`config.mk`:
```
export PLATFORM = sky130hd
export DESIGN_NAME = excl_mon_top
export DESIGN_NICKNAME = d
export VERILOG_FILES = /design/src/rtl/excl_mon_pkg.sv /design/src/rtl/excl_mon_dpath.sv /design/src/rtl/excl_mon_ctrl.sv /design/src/rtl/excl_mon_top.sv
export SDC_FILE = /design/constraint.sdc
export NUM_CORES = 1
export LEC_CHECK = 0
export ABC_CLOCK_PERIOD_IN_PS = 3700
export BUFFER_PORTS_ARGS = -buffer_cell sky130_fd_sc_hd__buf_2
export CAP_MARGIN = 20
export CORE_MARGIN = 2
export CORE_UTILIZATION = 50
export CTS_BUF_LIST = sky130_fd_sc_hd__clkbuf_4 sky130_fd_sc_hd__clkbuf_8
export CTS_CLUSTER_SIZE = 28
export DETAILED_ROUTE_END_ITERATION = 8
export PLACE_DENSITY = 0.83
export SYNTH_ARGS = -nofsm -noshare
export SYNTH_HDL_FRONTEND = slang
export SYNTH_SLANG_ARGS = --single-unit
export TNS_END_PERCENT = 50
```
`constraint.sdc`:
```
create_clock -name clk -period 3.7 [get_ports clk]
set_input_delay 1.11 -clock clk [delete_from_list [all_inputs] [get_ports clk]]
set_output_delay 1.11 -clock clk [all_outputs]
set_load 0.005 [all_outputs]
```
`src/rtl/excl_mon_pkg.sv`:
```
package excl_mon_pkg;

  typedef enum logic [1:0] {
    KIND_LDEX  = 2'd0,
    KIND_STEX  = 2'd1,
    KIND_STORE = 2'd2,
    KIND_CLEAR = 2'd3
  } req_kind_e;

  // strobes from control to datapath
  typedef struct packed {
    logic setTag;   // capture new reservation, go exclusive
    logic goOpen;   // drop to open
  } mon_strb_t;

endpackage

```
`src/rtl/excl_mon_dpath.sv`:
```
module excl_mon_dpath
  import excl_mon_pkg::*;
#(
  parameter int TAG_W = 26
) (
  input  logic             clk,
  input  logic             rstN,
  input  mon_strb_t        strb,
  input  logic [TAG_W-1:0] reqTag,
  output logic             monExcl,
  output logic [TAG_W-1:0] monTag,
  output logic             tagMatch
);

  logic             exclQ;
  logic [TAG_W-1:0] tagQ;

  always_ff @(posedge clk) begin
    if (!rstN) begin
      exclQ <= 1'b0;
      tagQ  <= '0;
    end else if (strb.setTag) begin
      exclQ <= 1'b1;
      tagQ  <= reqTag;
    end else if (strb.goOpen) begin
      exclQ <= 1'b0;
    end
  end

  assign tagMatch = (tagQ == reqTag);
  assign monExcl  = exclQ;
  assign monTag   = tagQ;

endmodule

```
`src/rtl/excl_mon_ctrl.sv`:
```
module excl_mon_ctrl
  import excl_mon_pkg::*;
(
  input  logic      reqValid,
  input  req_kind_e reqKind,
  input  logic      flushPulse,
  input  logic      monExcl,
  input  logic      tagMatch,
  output mon_strb_t strb,
  output logic      stxFail,
  output logic      stxPermit
);

  logic isLdex, isStex, isStore, isClear, hitResv;

  always_comb begin
    isLdex  = reqValid && (reqKind == KIND_LDEX);
    isStex  = reqValid && (reqKind == KIND_STEX);
    isStore = reqValid && (reqKind == KIND_STORE);
    isClear = reqValid && (reqKind == KIND_CLEAR);
    hitResv = monExcl && tagMatch;

    stxPermit = isStex && hitResv;
    stxFail   = isStex && !hitResv;

    strb.setTag = isLdex;
    strb.goOpen = isStex || isClear || flushPulse || (isStore && hitResv);
  end

endmodule

```
`src/rtl/excl_mon_top.sv`:
```
module excl_mon_top
  import excl_mon_pkg::*;
#(
  parameter int ADDR_W       = 32,
  parameter int GRANULE_LOG2 = 6,
  localparam int TAG_W       = ADDR_W - GRANULE_LOG2
) (
  input  logic              clk,
  input  logic              rstN,
  input  logic              reqValid,
  input  logic [1:0]        reqKind,
  input  logic [ADDR_W-1:0] reqAddr,
  input  logic              flushPulse,
  output logic              stxFail,
  output logic              stxPermit,
  output logic              monExclusive,
  output logic [TAG_W-1:0]  monTag
);

  mon_strb_t        strb;
  logic [TAG_W-1:0] reqTag;
  logic             tagMatch;
  logic             unusedLowBits;
  req_kind_e        kindE;

  assign reqTag        = reqAddr[ADDR_W-1:GRANULE_LOG2];
  assign unusedLowBits = ^reqAddr[GRANULE_LOG2-1:0];
  assign kindE         = req_kind_e'(reqKind);

  excl_mon_ctrl ctrl_i (
    .reqValid  (reqValid),
    .reqKind   (kindE),
    .flushPulse(flushPulse),
    .monExcl   (monExclusive),
    .tagMatch  (tagMatch),
    .strb      (strb),
    .stxFail   (stxFail),
    .stxPermit (stxPermit)
  );

  excl_mon_dpath #(.TAG_W(TAG_W)) dpath_i (
    .clk     (clk),
    .rstN    (rstN),
    .strb    (strb),
    .reqTag  (reqTag),
    .monExcl (monExclusive),
    .monTag  (monTag),
    .tagMatch(tagMatch)
  );

endmodule

```
==> flow_summary.toml <==
[outcome]
outcome = "finished clean"

[global_route]
grt_max_degree = 28
grt_pass1_wl_um = 5260
grt_use_total_pct = 20.7
antenna_found_initial = 0
grt_pass1_vias = 1233
grt.overflow.total = 0

[drt]
met1_length_um = 1290
drtPass1Iterations = 4
wl_met2_um = 1530
topRoutingLayerUsed = "met4"
wirelength_um = 3100
wl_met3_um = 227
drtIter0Drc = 38
wire_per_inst_um = 12.6
drc = 0
vias_per_cell = 5.20
num_vias = 1279
ant_nets = 0

[sta]
drv_slew = 0
rsz0062_at_grt = "no"
setup_violations = 0
slew_headroom_pct = 33.7
finalHoldViolCount = 0
post-route-period-util_pct = 91.7
layout_setup_ws_ns = 0.308
finalWorstPathRequiredPeriod_ns = 3.39
maxClockFrequency_mhz = 295
worst_slew_pin_slew_ns = 0.992
finalSetupTns_ns = 0
skew_ns = 0.00653

[placement]
dp_hpwl_um = 2350
pre_cts_ws_ns = 0.303
detailed_place.area_um2 = 1640
finalWeightedCongestion = 0.822
io_buffers = 60
dp.cells = 242

[synth]
synth_warnings = 0
syn-cell-area_um2 = 1340
syn_nets = 197
ys_seq_area_share_pct = 40.5
synth_cell_type_count = 20
syn_avg_cell_area_um2 = 8.40
synth_cells = 159
ys_ff_latch = 27

[layout]
n_fill_cell = 207
n_antenna_cell = 0
stdcell_count = 246
area_growth_pct = 24.7
finish.instance_area_um2 = 1670
drive_gt1_share_pct = 31.0
nets = 255

[power]
ir_drop_mv = 0.244
sw_frac_of_total_pct = 25.1
p_seq_share_pct = 58.6
powerDensity_nw_per_um2 = 317
internal-power_mw = 0.395
p_leak_nw = 0.692
combPwrFrac_pct = 16.8
p_sw_mw = 0.132
pwr-share-clk_pct = 24.6
total_power_mw = 0.528

[floorplan]
io_pins = 67
core.rowCount = 18
die_h_um = 55.7
die_area_um2 = 3100
start_util_pct = 53.4
core_um2 = 2500
dieWidth_um = 55.7

[clock_tree]
root_buffer = "clkbuf_4"
cts_tree = "yes"
cts.sinks = 27
cts_resized = 0
htreeDepth = 1
clk_latency_ns = 0.32
clk_pin_slew_ns = 0.14
numCtsBuffers = 3
clockBufferDepth = 2
postCtsSetupRepairBufs = 0
cts_hold_buf = 0

[job]
drv_cap = 0

[setup_path]
path_cells = "buf_2 > xnor2_1 > nand4_1 > nor4_2 > and4_1 > buf_2"
cpMaxStageDelayCell = "nor4_2"
endpoint = "stxPermit"
timing.rr.end = "dpath_i.monExcl"
worstRegToRegCells = 4
worstSetupPathType = "in2out"
cp_common_cell = "buf_2"
cp_max_fo = 3
regToRegStartpoint = "dpath_i.monTag[1]"
worstSetupStartpointType = "primary input"
r2r_slack_ns = 2.37
crit_path_start = "reqAddr[7]"
endpoint_kind = "output pin"
required_ns = 2.59
arrival_ns = 2.28
critPathMaxStageDelay_ns = 0.37

[worst_hold_path]
hold_class = "reg2reg"
## cell usage after synthesis (all sizes together)
master  count  area share, %
nand2      54             15
dfxtp      27             40
a21boi     26             15
xnor2      26             17
nand4       6            2.8
buf         5            2.2
a21oi       2           0.75
clkbuf      2           0.56
nor2b       2           0.94
nor3        2            1.6
a31oi       1           0.47
and4        1           0.66
inv         1           0.28
nand2b      1           0.47
nand3       1           0.37
nor4        1           0.94
o211ai      1           0.56
## worst max-delay path: cells and delay by family
family,cells,cell delay (ns)
and+or+nand+nor,3,0.75
buffers and inverters,2,0.22
xor gates and xnor gates,1,0.20
## power groups by stage
| stage | registers, mW | logic (mW) | clock network (mW) |
|---|---|---|---|
| after floorplan | 0.316 | 0.0473 | 0 |
| after global placement | 0.315 | 0.0858 | 0 |
| after detailed placement | 0.315 | 0.0888 | 0 |
| after CTS | 0.309 | 0.0893 | 0.136 |
| after global routing | 0.311 | 0.0987 | 0.146 |
| final | 0.309 | 0.0884 | 0.130 |
## cell type report
class / instances / area (µm²) / area share, %
repair buffers: 60 / 300 / 18.0
flip-flops and latches: 27 / 541 / 32.5
multi-input cells: 124 / 753 / 45.2
well taps: 30 / 37.5 / 2.25
clock buffers: 4 / 30.0 / 1.80
inverters: 1 / 3.75 / 0.225
## how the worst min path moves through the flow
stage | cells after the start | slack (ns) | from | endpoint
detailed placement | 2 | 0.47 | dpath_i.monTag[21] | dpath_i.monTag[21]
CTS | 2 | 0.49 | dpath_i.monTag[21] | dpath_i.monTag[21]
floorplan | 2 | 0.48 | dpath_i.monTag[0] | dpath_i.monTag[0]
global route | 2 | 0.51 | dpath_i.monTag[21] | dpath_i.monTag[21]
finish | 2 | 0.49 | dpath_i.monTag[21] | dpath_i.monTag[21]
global placement | 2 | 0.46 | dpath_i.monTag[24] | dpath_i.monTag[24]
## metrics by stage
stage	hold slack (ns)	utilization (%)
6_report	0.486	66.6
5_1_grt	0.509	66.6
2_1_floorplan	0.476	-
4_1_cts	0.490	66.6
3_3_place_gp	0.465	65.4
3_5_place_dp	0.471	65.4
## routing by layer
layer | GRT usage, % | vias to the layer above
li1 | - | 637
met1 | 25.1 | 583
met2 | 35.7 | 53
met3 | 4.42 | 6
met4 | 7.67 | 0
met5 | 0 | -
## logic make-up (layout without fill, tap and decap cells)
group / after synthesis / count (layout) / share of synthesized area (%)
AO/OA/AOI/OAI: 30 / 30 / 16.4
AND/OR/NAND/NOR: 68 / 68 / 23.0
buffers and inverters: 8 / 65 / 3.09
XOR/XNOR: 26 / 26 / 17.1
flip-flops: 27 / 27 / 40.5
## registers in the layout, indices dropped and copies added (netlist names)
signal and count:
dpath_i.monTag 26, dpath_i.monExcl 1
## placed cells by master (no fill, tap or decap)
| master | netlist | final |
|---|---|---|
| buf_2 | 3 | 60 |
| nand2_1 | 54 | 54 |
| dfxtp_1 | 27 | 27 |
| xnor2_1 | 26 | 26 |
| a21boi_1 | 20 | 20 |
| nand4_1 | 6 | 6 |
| a21boi_0 | 6 | 6 |
| clkbuf_4 | 0 | 4 |
| nor2b_1 | 2 | 2 |
| a21oi_1 | 2 | 2 |
| nor4_2 | 1 | 1 |
| nand3_1 | 1 | 1 |
| nor3_1 | 1 | 1 |
| and4_1 | 1 | 1 |
| inv_2 | 1 | 1 |
| nor3_4 | 1 | 1 |
| nand2b_1 | 1 | 1 |
| o211ai_1 | 1 | 1 |
| a31oi_1 | 1 | 1 |
No activity file was read; power rests on OpenSTA's default activity.
